## src/rtl/tlb_pkg.sv

```systemverilog
package tlb_pkg;
  localparam int PERM_BITS = 3;
  localparam int PERM_R    = 2;
  localparam int PERM_W    = 1;
  localparam int PERM_X    = 0;
endpackage

```

## src/rtl/tlb_cam.sv

```systemverilog
module tlb_cam #(
  parameter int N = 16,
  parameter int W = 22
) (
  input  logic [N-1:0]        valid,
  input  logic [N-1:0][W-1:0] tags,
  input  logic [W-1:0]        key,
  output logic [N-1:0]        match
);
  for (genvar i = 0; i < N; i++) begin : g_cmp
    assign match[i] = valid[i] && (tags[i] == key);
  end
endmodule

```

## src/rtl/tlb_victim.sv

```systemverilog
module tlb_victim #(
  parameter int N  = 16,
  parameter int IW = $clog2(N)
) (
  input  logic          clk,
  input  logic          rst,
  input  logic [N-1:0]  valid,
  input  logic [N-1:0]  fill_match,
  input  logic          fill_go,
  output logic [IW-1:0] idx
);
  localparam logic [IW-1:0] LAST = IW'(N - 1);

  logic [IW-1:0] rr_q;
  logic [IW-1:0] match_idx, free_idx;
  logic          any_match, any_free, use_rr;

  always_comb begin
    match_idx = '0;
    free_idx  = '0;
    for (int i = N - 1; i >= 0; i--) begin
      if (fill_match[i]) match_idx = IW'(i);
      if (!valid[i])     free_idx  = IW'(i);
    end
  end

  assign any_match = |fill_match;
  assign any_free  = ~&valid;
  assign use_rr    = fill_go && !any_match && !any_free;
  assign idx       = any_match ? match_idx : (any_free ? free_idx : rr_q);

  always_ff @(posedge clk) begin
    if (rst) rr_q <= '0;
    else if (use_rr) rr_q <= (rr_q == LAST) ? '0 : rr_q + 1'b1;
  end

  AST_RR_STEP: assert property (@(posedge clk) disable iff (rst)
    (fill_go && !any_match && &valid) |=> (rr_q == (($past(rr_q) == LAST) ? '0 : $past(rr_q) + 1'b1)));
  AST_RR_HOLD: assert property (@(posedge clk) disable iff (rst)
    !fill_go |=> $stable(rr_q));
endmodule

```

## src/rtl/tlb_fa.sv

```systemverilog
module tlb_fa
  import tlb_pkg::*;
#(
  parameter int ENTRIES = 16,
  parameter int VPN_W   = 22,
  parameter int PFN_W   = 22
) (
  input  logic                 clk,
  input  logic                 rst,
  input  logic                 sw_mode,
  input  logic                 lk_valid,
  input  logic                 lk_write,
  input  logic [VPN_W-1:0]     lk_vpn,
  output logic                 lk_hit,
  output logic                 lk_miss,
  output logic [PFN_W-1:0]     lk_pfn,
  output logic [PERM_BITS-1:0] lk_perm,
  output logic                 lk_dirty,
  input  logic                 fill_en,
  input  logic [VPN_W-1:0]     fill_vpn,
  input  logic [PFN_W-1:0]     fill_pfn,
  input  logic [PERM_BITS-1:0] fill_perm,
  input  logic                 fill_dirty,
  input  logic                 flush
);
  localparam int IW = $clog2(ENTRIES);

  logic [ENTRIES-1:0]                valid_q, dirty_q;
  logic [ENTRIES-1:0][VPN_W-1:0]     tag_q;
  logic [ENTRIES-1:0][PFN_W-1:0]     pfn_q;
  logic [ENTRIES-1:0][PERM_BITS-1:0] perm_q;

  logic [ENTRIES-1:0] lk_match, fill_match;
  logic [IW-1:0]      hit_idx, vic_idx;
  logic               any_hit, fill_go, mark_dirty;

  tlb_cam #(.N(ENTRIES), .W(VPN_W)) u_lk_cam (
    .valid(valid_q), .tags(tag_q), .key(lk_vpn), .match(lk_match)
  );

  tlb_cam #(.N(ENTRIES), .W(VPN_W)) u_fill_cam (
    .valid(valid_q), .tags(tag_q), .key(fill_vpn), .match(fill_match)
  );

  assign fill_go = fill_en && !flush;

  tlb_victim #(.N(ENTRIES), .IW(IW)) u_victim (
    .clk(clk), .rst(rst), .valid(valid_q), .fill_match(fill_match),
    .fill_go(fill_go), .idx(vic_idx)
  );

  // Matches are one-hot, so an OR across entries acts as the read mux.
  always_comb begin
    lk_pfn   = '0;
    lk_perm  = '0;
    lk_dirty = 1'b0;
    hit_idx  = '0;
    for (int i = 0; i < ENTRIES; i++) begin
      if (lk_valid && lk_match[i]) begin
        lk_pfn   = lk_pfn | pfn_q[i];
        lk_perm  = lk_perm | perm_q[i];
        lk_dirty = lk_dirty | dirty_q[i];
        hit_idx  = hit_idx | IW'(i);
      end
    end
  end

  assign any_hit    = |lk_match;
  assign lk_hit     = lk_valid && any_hit;
  assign lk_miss    = lk_valid && !any_hit;
  assign mark_dirty = !sw_mode && lk_hit && lk_write && lk_perm[PERM_W];

  always_ff @(posedge clk) begin
    if (rst) begin
      valid_q <= '0;
      dirty_q <= '0;
    end else if (flush) begin
      valid_q <= '0;
    end else begin
      if (mark_dirty) dirty_q[hit_idx] <= 1'b1;
      if (fill_en) begin
        valid_q[vic_idx] <= 1'b1;
        dirty_q[vic_idx] <= fill_dirty;
      end
    end
  end

  always_ff @(posedge clk) begin
    if (fill_go) begin
      tag_q[vic_idx]  <= fill_vpn;
      pfn_q[vic_idx]  <= fill_pfn;
      perm_q[vic_idx] <= fill_perm;
    end
  end

  AST_UNIQUE_MATCH: assert property (@(posedge clk) disable iff (rst)
    $onehot0(lk_match));
  AST_FLUSH_EMPTY: assert property (@(posedge clk) disable iff (rst)
    flush |=> (valid_q == '0));
  AST_FLUSH_OVER_FILL: assert property (@(posedge clk) disable iff (rst)
    (flush && fill_en) |=> !lk_hit);
  AST_FILL_INSTALLS: assert property (@(posedge clk) disable iff (rst)
    fill_go |=> ($countones(valid_q) >= 1));
  AST_SW_FROZEN: assert property (@(posedge clk) disable iff (rst)
    (sw_mode && !fill_en && !flush) |=> ($stable(valid_q) && $stable(dirty_q)));
  AST_HIT_MISS_EXCL: assert property (@(posedge clk) disable iff (rst)
    !(lk_hit && lk_miss));
endmodule

```

## config.mk

```make
export PLATFORM = sky130hd
export DESIGN_NAME = tlb_fa
export DESIGN_NICKNAME = d
export VERILOG_FILES = /design/src/rtl/tlb_pkg.sv /design/src/rtl/tlb_cam.sv /design/src/rtl/tlb_victim.sv /design/src/rtl/tlb_fa.sv
export SDC_FILE = /design/constraint.sdc
export NUM_CORES = 1
export LEC_CHECK = 0
export BUFFER_PORTS_ARGS = -buffer_cell sky130_fd_sc_hd__buf_4
export CORE_MARGIN = 1
export CORE_UTILIZATION = 40
export CTS_BUF_LIST = sky130_fd_sc_hd__clkbuf_8
export CTS_CLUSTER_DIAMETER = 40
export DETAILED_ROUTE_END_ITERATION = 10
export PLACE_DENSITY = 0.54
export SYNTH_ARGS = -nofsm -noshare
export SYNTH_HDL_FRONTEND = slang
export SYNTH_SLANG_ARGS = --single-unit
```

## constraint.sdc

```tcl
create_clock -name clk -period 9.18 [get_ports clk]
set_clock_uncertainty 0.1 [all_clocks]
set_input_delay 1.836 -clock clk [delete_from_list [all_inputs] [get_ports clk]]
set_output_delay 1.836 -clock clk [all_outputs]
set_load 0.02 [all_outputs]
```

# Yosys cells after proc, flatten, opt, wreduce, memory -nomap -nowiden

Index checks and enable logic that the tools add are counted.

$add $sub $neg: 1
Magnitude comparators: 4
Equality and inequality tests: 33
Multiplexer cells: 114
Bitwise logic cells: 47
Reduce and logical (&&, ||, !) cells: 66

Operators with widths:

| cell                                                                                 | count |
|---|---|
| 352-bit bitwise mux                                                                  | 2 |
| 22-bit == test                                                                       | 32 |
| 22-bit 2-to-1 mux                                                                    | 17 |
| 22-bit OR                                                                            | 15 |
| 4-bit 2-to-1 mux                                                                     | 43 |
| 22-bit demux with 4-bit select                                                       | 1 |
| 16-bit 2-to-1 mux                                                                    | 4 |
| 3-bit 2-to-1 mux                                                                     | 21 |
| 1-bit logical AND                                                                    | 58 |
| 48-bit bitwise mux                                                                   | 1 |
| 3-bit OR                                                                             | 15 |
| 16-bit OR                                                                            | 2 |
| 16-bit OR reduction                                                                  | 2 |
| 1-bit 2-to-1 mux                                                                     | 19 |
| 16-bit bitwise mux                                                                   | 1 |
| 16-bit AND reduction                                                                 | 1 |
| 1-bit OR                                                                             | 15 |
| 3-bit demux with 4-bit select                                                        | 1 |
| 4-bit by 5-bit < comparator with 1-bit output (second input constant)                | 2 |
| 1-bit demux with 4-bit select                                                        | 2 |
| 4-bit by 1-bit greater-or-equal comparator with 1-bit output (second input constant) | 2 |
| 4-bit by 1-bit adder with 4-bit output (second input constant)                       | 1 |
| 4-bit == test (second input constant)                                                | 1 |
| 1-bit zero test                                                                      | 4 |
| 2 further kinds                                                                      | 3 |

Register bits after elaboration: 788
Output and inout bits: 28
Word-level logic and storage cells: 316

# Depth between registers and ports, before layout

Gate-level depths: netlist of run 1.

Depth in word-level cells: 40
Depth in mapped cells: 13

# Cells and area by module

Synthesis of run 1 repeated with hierarchy kept, for this count alone.

Cells, all modules: 2449
Area total of the unflattened synthesis: 35962.0 sq um

Modules (own cells, without submodules):

| module     | times used | cells an instance | area each (sq um) | sequential area each (sq um) |
|---|---|---|---|---|
| tlb_fa     | 1          | 1320              | 26638.0           | 23222.3 |
| tlb_cam    | 2          | 524               | 4366.7            | 0.0 |
| tlb_victim | 1          | 81                | 590.6             | 80.1 |

# Worst setup path before layout of run 1

No wires, ideal clock.

Path type: input port to flip-flop
From: input fill_vpn[18]
To: register perm_q[0] (netlist name), enable pin
Library setup time: 510 ps
Data arrival time: 7060 ps
Slack: 1510 ps
Cell stages on the path: 12
Path buffers: 2
Cell sequence: buf_4 -> buf_6 -> xnor2_1 -> nand4_1 -> nor4_1 -> a2111oi_0 -> o21ai_0 -> a21oi_1 -> o221ai_4 -> nand2_1 -> or2_2 -> nor3_1

RTL lines:

| item                          | RTL line     | source |
|---|---|---|
| start, declared               | tlb_fa.sv:20 | `input logic [VPN_W-1:0] fill_vpn,` |
| end signal, assigned by index | tlb_fa.sv:92 | `perm_q[vic_idx] <= fill_perm;` |
| end, declared                 | tlb_fa.sv:31 | `logic [ENTRIES-1:0][PERM_BITS-1:0] perm_q;` |

# Worst setup path after layout of run 1

From: input lk_vpn[11]
To: output lk_pfn[6]

Longest elaborated chain between the ends: 34
Elaborated cells between the ends (all ways): 79
Classes of those cells: eq/ne (16); mux (16); bitwise (15); reduce/logical (32)

RTL lines:

| item                  | RTL line      | source |
|---|---|---|
| start, declared       | tlb_fa.sv:13  | `input logic [VPN_W-1:0] lk_vpn,` |
| 22-bit == test        | tlb_cam.sv:11 | `assign match[i] = valid[i] && (tags[i] == key);` |
| 1-bit logical AND     | tlb_cam.sv:11 |  |
| 1-bit logical AND     | tlb_fa.sv:59  | `if (lk_valid && lk_match[i]) begin` |
| 22-bit 2-to-1 mux     | tlb_fa.sv:59  |  |
| 22-bit OR             | tlb_fa.sv:60  | `lk_pfn = lk_pfn \| pfn_q[i];` |
| 22-bit 2-to-1 mux     | tlb_fa.sv:59  |  |
| 22-bit OR             | tlb_fa.sv:60  |  |
| 22-bit 2-to-1 mux     | tlb_fa.sv:59  |  |
| [... 18 more ...]     | --            |  |
| 22-bit OR             | tlb_fa.sv:60  |  |
| 22-bit 2-to-1 mux     | tlb_fa.sv:59  |  |
| 22-bit OR             | tlb_fa.sv:60  |  |
| 22-bit 2-to-1 mux     | tlb_fa.sv:59  |  |
| 22-bit OR             | tlb_fa.sv:60  |  |
| 22-bit 2-to-1 mux     | tlb_fa.sv:59  |  |
| 22-bit OR             | tlb_fa.sv:60  |  |
| 22-bit 2-to-1 mux (*) | tlb_fa.sv:59  |  |
| end, declared         | tlb_fa.sv:16  | `output logic [PFN_W-1:0] lk_pfn,` |

Every way passes the cells marked *; elsewhere a longest branch is shown, timed or not.

==> impl_metrics.py, run 1 <==
metrics = {
    "synth": {
        "yosysSeqAreaShare_pct": 65.4,
        "syn_nets": 2494,
        "synthFlopType": "edfxtp_1",
        "ys_seq_elements": 788,
        "ys_warn_count": 0,
        "async_flop_share_pct": 0,
        "synth_edf_count": 752,
        "netlist.area_leader.share_pct": 63.4,
        "mappedNetlistArea_mm2": 0.0356,
        "synth.avg_cell_area_um2": 14.7,
        "syn_inst": 2416,
        "synth_cell_type_count": 68,
        "yosysMostFrequentCell": "edfxtp_1",
        "yosys.area.top_type": "edfxtp_1",
        "synth.area.top_cells": "edfxtp_1 63%, xnor2_1 11%, xor2_1 6.0%",
        "yosys-top-cells-count": "752 x edfxtp_1, 463 x xnor2_1, 242 x xor2_1",
    },
    "detailed_routing": {
        "dr.pass1.iters": 6,
        "drtAntennaViolNets": 0,
        "wl_met3_mm": 8.40,
        "wl_met2_mm": 56.1,
        "vias_per_cell": 5.83,
        "vias": 22400,
        "drtIter0Drc": 2420,
        "wl_mm": 117,
        "routedWlPerCell_um": 30.6,
        "top_layer": "met5",
        "wl_met1_mm": 48.9,
        "drc": 0,
    },
    "die": {
        "core_area_mm2": 0.0882,
        "die_y_um": 300,
        "fp.dieW_um": 300,
        "initial_core_util_pct": 40.4,
        "dieArea_mm2": 0.0902,
        "rows": 109,
        "num_io_pins": 105,
    },
    "place": {
        "io_buffers": 104,
        "place_area_mm2": 0.0374,
        "hpwl_mm": 67.3,
        "place.gp.congestion": 0.896,
    },
    "cts": {
        "cts_resized": 0,
        "insertion_delay_ns": 0.82,
        "numClockSinks": 788,
        "cts_hold_buf": 0,
        "cts.path.max_buffers": 3,
        "cts_setup_buffers": 0,
        "cts_inserted_buffers": 144,
        "h-tree-depth": 4,
        "clk_pin_slew_ns": 0.06,
        "cts_tree": "done",
        "cts_root_buf": "clkbuf_8",
    },
    "sta": {
        "hold_slack_ns": 0.472,
        "setup_viol": 0,
        "fin_crit_sh_pct": 79.7,
        "setup_tns_ns": 0,
        "fmax_mhz": 137,
        "relSlewSlack_pct": 16.6,
        "worst_slew_pin_slew_ns": 1.25,
        "rsz0062_at_grt": "false",
        "post-route-min-period_ns": 7.32,
        "maxSlewViolCount": 0,
        "report.final.hold_viol_count": 0,
    },
    "layout": {
        "final_cell_area_mm2": 0.0402,
        "drive_above_1_share_pct": 14.0,
        "multi_input_area_mm2": 0.0115,
        "syn_to_final_growth_pct": 13.0,
        "nets": 2646,
        "n_fill_cell": 7784,
        "seqCellArea_mm2": 0.0233,
    },
    "outcome": {
        "status": "finished, final reports clean",
    },
    "power": {
        "vdd_drop_max_mv": 0.122,
        "leakage_nw": 12.8,
        "power_density_mw_per_mm2": 190,
    },
    "worst_setup_path": {
        "path_class": "in -> out",
        "worstSetupStartpointType": "input pin",
        "cp-end-kind": "output port",
        "cp.required_ns": 7.24,
        "worstPathArrival_ns": 5.38,
        "cp_cell_sequence": "buf_4, xnor2_1, nand4_1, nor4_1, nand2_1, nor2_4, a22o_1, a221oi_1, nand4_1, buf_4",
        "path_max_fanout": 28,
        "cp_slowest_stage_delay_ns": 0.93,
        "cpMaxStageDelayCell": "nor2_4",
    },
    "global_route": {
        "grt_overflow_total": 0,
        "grtUsageTotal_pct": 25.9,
        "antenna_found_initial": 2,
        "grt_pass1_vias": 22700,
        "grt_first_pass_wirelength_mm": 166,
        "grt_max_degree": 49,
    },
    "job": {
        "cap_viol_max_count": 0,
    },
    "hold_path": {
        "hold_class": "reg -> reg",
    },
}
worst paths after layout:
check	start	endpoint	slack (ns)	cells after the start
setup / recovery	lk_vpn[11]	lk_pfn[6]	1.86	10
hold / removal	dirty_q[7]	dirty_q[7]	0.47	2
setup reg to reg	tag_q[256]	pfn_q[23]	4.03	11
hold reg to reg	dirty_q[7]	dirty_q[7]	0.47	2
through the flow:
step                      util (%)  power (mW)  cells  setup WS (ns)
final                         45.6        7.63   3843           1.86
after global routing          45.6        7.87   3843           1.83
after CTS                     45.6        7.69   3842           1.94
after detailed placement      42.4        4.42   3587           1.95
after global placement        42.4        4.42   3587           1.96
after floorplan                  -        4.27   2416           1.51
power by group:
group          total, mW  switching, mW  leakage, nW  internal (mW)
logic              0.399          0.277         4.16          0.122
clock network       3.28           1.52         1.57           1.75
registers           3.96        0.00656         7.06           3.95
total               7.63           1.81         12.8           5.83
routing by layer:
metal,up-vias,GRT usage (%)
li1,9574,-
met1,11600,33.7
met2,1041,42.3
met3,239,5.27
met4,2,10.6
met5,-,0
cells by family after synthesis:
group                    after synthesis  synth area share (%)
AND/OR/NAND/NOR                      468                  7.51
multiplexers                           2                0.0562
XOR/XNOR                             705                  17.3
adder cells (fa/ha/maj)                1                0.0351
flip-flops                           788                  65.4
buffers and inverters                162                  2.81
AO/OA/AOI/OAI                        290                  6.83
cells in the final DEF, fill, tap and decap left out, drive strengths merged, types with 12 or more instances in the layout:
master and count:
xor2 242, inv 83, nor3 29, buf 143, nor4 81, edfxtp 752, nand3 32, nor2 66
or3 12, a22o 98, clkinv 34, nand2 31, clkbuf 146, dfxtp 36, xnor2 463, nand4 170
a21oi 24, a221oi 107
final cells by class:
cell class                      count  share of cell area, %
Sequential cell                   788                   57.9
Multi-Input combinational cell   1466                   28.5
Clock buffer                      146                   4.99
Tap cell                         1165                   3.62
Timing Repair Buffer              143                   2.73
Clock inverter                    109                   1.95
Inverter                           25                  0.233
Antenna cell                        1                0.00622
critical path: cells and delay by family:
| family | cells | cell delay (ns) |
|---|---|---|
| simple gates | 5 | 2.34 |
| xor+xnor | 1 | 0.19 |
| buf+inv | 2 | 0.61 |
| compound gates | 2 | 0.33 |
registers in the layout (all words and copies together) (netlist names):
name           flops
pfn_q            352
valid_q           16
tag_q            352
perm_q            48
dirty_q           16
u_victim.rr_q      4
Note: power is estimated with default switching activity, not from simulation.
==> inputs of run 2 (changes only) <==
==> constraint.sdc (replaced) <==
create_clock -name clk -period 6.81 [get_ports clk]
set_clock_uncertainty 0.1 [all_clocks]
set_input_delay 1.362 -clock clk [delete_from_list [all_inputs] [get_ports clk]]
set_output_delay 1.362 -clock clk [all_outputs]
set_load 0.02 [all_outputs]
==> run 2 against run 1 <==
- total power is 34% higher
- clock power is 33% higher
- via count is 1.3% higher
- sequential share of layout area is 0.63 points lower
- critical endpoint is now lk_pfn[3]
- combinational power is 40% higher
- critical path depth stayed put
==> impl_metrics.py, run 2 (same netlist as run 1, synthesis figures left out) <==
metrics = {
    "outcome": {
        "status": "finished, final reports clean",
    },
    "layout": {
        "syn_to_final_growth_pct": 14.2,
        "drive_above_1_share_pct": 15.5,
        "layout_commonest_cell": "edfxtp_1",
        "final_cell_area_mm2": 0.0407,
        "nets": 2694,
        "reg_top3": "pfn_q (352), tag_q (352), perm_q (48)",
        "layout_common_cells": "752 x edfxtp_1, 463 x xnor2_1, 242 x xor2_1",
        "stdcell_count": 3885,
    },
    "detailed_routing": {
        "dr.pass1.iters": 5,
        "vias": 22700,
        "drtAntennaViolNets": 0,
        "vias_per_cell": 5.85,
        "wl_mm": 118,
        "drtIter0Drc": 2439,
        "drc": 0,
        "routedWlPerCell_um": 30.5,
    },
    "sta": {
        "relSlewSlack_pct": 24.9,
        "hold_slack_ns": 0.468,
        "post-route-min-period_ns": 6.20,
        "maxSlewViolCount": 0,
        "report.final.hold_viol_count": 0,
        "fin_crit_sh_pct": 91.1,
        "setup_tns_ns": 0,
        "worst_slew_pin_slew_ns": 1.12,
        "rsz0062_at_grt": "false",
        "fmax_mhz": 161,
        "setup_viol": 0,
    },
    "worst_setup_path": {
        "worstSetupStartpointType": "input pin",
        "timing.rr.start": "tag_q[186]",
        "worstRegToRegCells": 11,
        "cp.required_ns": 5.35,
        "timing.rr.end": "tag_q[199]",
        "path_max_fanout": 27,
        "cp-end-kind": "output port",
        "worstPathArrival_ns": 4.74,
        "r2r_setup_slack_ns": 2.11,
        "path_class": "in -> out",
    },
    "place": {
        "dp_cells": 3638,
        "io_buffers": 104,
        "place.gp.congestion": 0.917,
        "place_area_mm2": 0.0379,
        "hpwl_mm": 69.8,
    },
    "cts": {
        "h-tree-depth": 4,
        "cts_root_buf": "clkbuf_8",
        "cts_hold_buf": 0,
        "cts_resized": 0,
        "clk_pin_slew_ns": 0.05,
        "cts_tree": "done",
        "cts.path.max_buffers": 3,
        "cts_setup_buffers": 0,
        "cts_inserted_buffers": 141,
        "insertion_delay_ns": 0.81,
        "numClockSinks": 788,
    },
    "die": {
        "initial_core_util_pct": 40.4,
        "die_y_um": 300,
        "fp.dieW_um": 300,
        "num_io_pins": 105,
        "rows": 109,
        "dieArea_mm2": 0.0902,
        "core_area_mm2": 0.0882,
    },
    "hold_path": {
        "min_to": "dirty_q[11]",
        "min-delay-start": "dirty_q[11]",
        "hold_class": "reg -> reg",
        "min_path_cells": 2,
    },
    "global_route": {
        "grt_overflow_total": 0,
        "grt_first_pass_wirelength_mm": 168,
        "grt_max_degree": 49,
        "grt_pass1_vias": 23000,
        "grtUsageTotal_pct": 26.3,
        "antenna_found_initial": 2,
    },
    "power": {
        "total_power_mw": 10.2,
        "power_density_mw_per_mm2": 252,
        "leakage_nw": 13.1,
        "vdd_drop_max_mv": 0.173,
    },
    "job": {
        "cap_viol_max_count": 0,
    },
}
[run 2: cell count changes in the layout (fill, tap and decap cells not counted), moves of 3 or more]
| cell | previous run | this run |
|---|---|---|
| buf_12 | 2 | 11 |
| inv_12 | 1 | 5 |
| inv_1 | 66 | 63 |
| clkinv_2 | 6 | 10 |
| inv_6 | 7 | 3 |
| clkinvlp_4 | 8 | 2 |
| buf_4 | 141 | 183 |
| clkbuf_8 | 146 | 142 |
[run 2: stage by stage]
stage / utilization, % / worst slack, ns
6_report: 46.1 / 0.605
5_1_grt: 46.1 / 0.460
3_5_place_dp: 43.0 / 0.679
2_1_floorplan: - / 0.346
3_3_place_gp: 43.0 / 0.700
4_1_cts: 46.1 / 0.662
[run 2: where the power goes]
| part | switching (mW) | internal, mW |
|---|---|---|
| sequential | 0.0106 | 5.32 |
| combinational | 0.378 | 0.181 |
| clock | 2.03 | 2.32 |
[run 2: per-layer routing]
layer / global-route usage [%] / vias to the layer above / part of all wire [%]
li1: - / 9671 / -
met1: 34.8 / 11700 / 42
met2: 43.2 / 1065 / 48
met3: 4.25 / 224 / 6.8
met4: 10.2 / 2 / 3.2
met5: 0 / - / 0.0093
[run 2: worst max-delay path by stage]
stage / startpoint / end / slack, ns / cells after the start
floorplan: fill_vpn[19] / dirty_q[8] / 0.35 / 11
global placement: lk_vpn[7] / lk_pfn[20] / 0.70 / 11
detailed placement: lk_vpn[19] / lk_pfn[3] / 0.68 / 10
CTS: lk_vpn[19] / lk_pfn[3] / 0.66 / 10
global route: lk_vpn[19] / lk_pfn[3] / 0.46 / 10
finish: lk_vpn[19] / lk_pfn[3] / 0.61 / 10
[run 2: worst max-delay path: stages]
cell     delay, ns
buf_4         0.41
xnor2_1       0.19
nand3_1       0.10
nor4_1        0.70
nand2_1       0.27
nor2_4        0.89
a22oi_1       0.20
and3_1        0.23
nand4_1       0.14
buf_4         0.17
[run 2: area by class of cell]
cell class                      instances  area, µm²
Fill cell                            7796      47600
Clock inverter                        104        787
Multi-Input combinational cell       1466      11500
Inverter                               25       93.8
Tap cell                             1165       1460
Clock buffer                          142       1950
Timing Repair Buffer                  194       1590
Sequential cell                       788      23300
Antenna cell                            1       2.50
==> inputs of run 3 (changes only) <==
--- a/config.mk
+++ b/config.mk
@@ -12,6 +12,7 @@
 export CTS_CLUSTER_DIAMETER = 40
 export DETAILED_ROUTE_END_ITERATION = 10
 export PLACE_DENSITY = 0.54
+export RECOVER_POWER = 25
 export SYNTH_ARGS = -nofsm -noshare
 export SYNTH_HDL_FRONTEND = slang
 export SYNTH_SLANG_ARGS = --single-unit
==> constraint.sdc (replaced) <==
create_clock -name clk -period 6.1 [get_ports clk]
set_clock_uncertainty 0.1 [all_clocks]
set_input_delay 1.22 -clock clk [delete_from_list [all_inputs] [get_ports clk]]
set_output_delay 1.22 -clock clk [all_outputs]
set_load 0.02 [all_outputs]
==> run 3 against run 2 <==
- highest routed layer unchanged
- non-clock buffer count is 20 higher
- die area stayed put
- register-to-register slack worse by 0.33 ns
- combinational power is 15% higher
- routed wire length is 1.1% higher
- largest power group unchanged
==> impl_metrics.py, run 3 (same netlist as run 1, synthesis figures left out) <==
metrics = {
    "cts": {
        "clk_pin_slew_ns": 0.06,
        "cts_inserted_buffers": 146,
        "h-tree-depth": 4,
        "cts.path.max_buffers": 3,
        "cts_root_buf": "clkbuf_8",
        "cts_resized": 0,
        "cts_setup_buffers": 0,
        "cts_hold_buf": 0,
        "numClockSinks": 788,
        "insertion_delay_ns": 0.84,
        "cts_tree": "done",
    },
    "worst_setup_path": {
        "worstSetupStartpointType": "input pin",
        "worstRegToRegCells": 10,
        "cp_slowest_stage_delay_ns": 0.50,
        "cp-end-kind": "output port",
        "path_class": "in -> out",
        "worstPathArrival_ns": 4.19,
        "cpMaxStageDelayCell": "nor4_1",
        "path_max_fanout": 28,
        "cp.required_ns": 4.78,
        "critical-path-top-cell-by-count": "buf_4",
        "cp_cell_sequence": "buf_4, xnor2_1, nand4_1, nor4_1, nand2_1, nor2_4, buf_4, a22o_1, a221oi_1, nand4_1, buf_4",
    },
    "layout": {
        "syn_to_final_growth_pct": 15.6,
        "seqCellArea_mm2": 0.0233,
        "n_fill_cell": 7763,
        "layout_common_cells": "752 x edfxtp_1, 463 x xnor2_1, 242 x xor2_1",
        "nets": 2719,
        "layout_commonest_cell": "edfxtp_1",
        "multi_input_area_mm2": 0.0115,
        "reg_top3": "pfn_q (352), tag_q (352), perm_q (48)",
        "drive_above_1_share_pct": 15.7,
    },
    "sta": {
        "post-route-min-period_ns": 5.51,
        "hold_slack_ns": 0.476,
        "fmax_mhz": 182,
        "setup_viol": 0,
        "rsz0062_at_grt": "false",
        "relSlewSlack_pct": 20.0,
        "fin_crit_sh_pct": 90.3,
        "maxSlewViolCount": 0,
        "report.final.hold_viol_count": 0,
        "worst_slew_pin_slew_ns": 1.20,
        "setup_tns_ns": 0,
    },
    "die": {
        "rows": 109,
        "fp.dieW_um": 300,
        "die_y_um": 300,
        "core_area_mm2": 0.0882,
        "num_io_pins": 105,
        "dieArea_mm2": 0.0902,
        "initial_core_util_pct": 40.4,
    },
    "power": {
        "clkPwrFrac_pct": 43.1,
        "power.sequential.fraction_pct": 51.4,
        "vdd_drop_max_mv": 0.216,
        "swShare_pct": 23.8,
        "leakage_nw": 13.1,
        "switchingPower_mw": 2.76,
        "power.internal_mw": 8.83,
        "power_density_mw_per_mm2": 282,
        "pwr-share-comb_pct": 5.5,
    },
    "place": {
        "place.gp.congestion": 0.911,
        "hpwl_mm": 71.5,
        "io_buffers": 104,
    },
    "detailed_routing": {
        "routedWlPerCell_um": 30.5,
        "drtIter0Drc": 2239,
        "vias_per_cell": 5.83,
        "wl_mm": 120,
        "drc": 0,
        "dr.pass1.iters": 6,
        "drtAntennaViolNets": 0,
        "vias": 22800,
    },
    "global_route": {
        "groute.layer.met2.usage_pct": 43.7,
        "grtUsageTotal_pct": 26.6,
        "use_met3_pct": 4.78,
        "grt_busiest_layer": "met2",
        "grt_max_degree": 49,
        "grt_overflow_total": 0,
        "grt_pass1_vias": 23200,
        "grt_first_pass_wirelength_mm": 169,
        "antenna_found_initial": 3,
        "met1_usage_pct": 35.3,
    },
    "outcome": {
        "status": "finished, final reports clean",
    },
    "hold_path": {
        "min_path_cells": 2,
        "hold_class": "reg -> reg",
    },
    "job": {
        "cap_viol_max_count": 0,
    },
}
## run 3: changes by cell type in the layout (fill, tap and decap cells not counted), sizes merged
cell / previous run / this run
clkinv: 39 / 59
inv: 79 / 63
clkbuf: 142 / 178
buf: 194 / 185
clkinvlp: 2 / 5
## run 3: routing by layer
metal,part of all wire (%),routed length (µm)
met2,48,57900
met4,2.7,3190
met5,0.021,25
met3,7.2,8630
met1,42,50000
## run 3: worst paths after layout
| path | startpoint | to | slack, ns |
|---|---|---|---|
| worst max-delay path | lk_vpn[16] | lk_pfn[9] | 0.59 |
| worst min-delay path | dirty_q[7] | dirty_q[7] | 0.48 |
| worst max register to register | tag_q[349] | perm_q[47] | 1.78 |
| worst min register to register | dirty_q[7] | dirty_q[7] | 0.48 |
## run 3: through the flow
stage	util [%]	power [mW]	cells	instance area [µm²]	setup WS, ns
6_report	46.6	11.6	3919	41200	0.595
5_1_grt	46.6	11.9	3919	41200	0.547
4_1_cts	46.8	11.7	3918	41300	0.607
3_5_place_dp	43.5	6.71	3658	38400	0.619
3_3_place_gp	43.5	6.71	3658	38400	0.644
2_1_floorplan	-	6.42	2416	35600	0.212
## run 3: critical path, delay by kind of cell
| kind | cells | cell delay (ns) |
|---|---|---|
| simple gates | 5 | 1.29 |
| compound gates | 2 | 0.28 |
| xor+xnor | 1 | 0.18 |
| buf+inv | 3 | 1.15 |
## run 3: final cells by class
class,instances,share of cell area (%)
sequential,788,56.6
clock inverter,111,1.93
antenna,1,0.00608
timing repair buffer,214,4.79
clock buffer,149,4.98
inverter,25,0.228
multi-input combinational,1466,27.9
tap,1165,3.54
## run 3: power by group through the flow
stage	clock (mW)	combinational [mW]	sequential [mW]
final	5.00	0.639	5.96
after global routing	5.31	0.669	5.95
after CTS	5.08	0.644	5.96
after detailed placement	0	0.640	6.07
after global placement	0	0.639	6.07
after floorplan	0	0.353	6.07
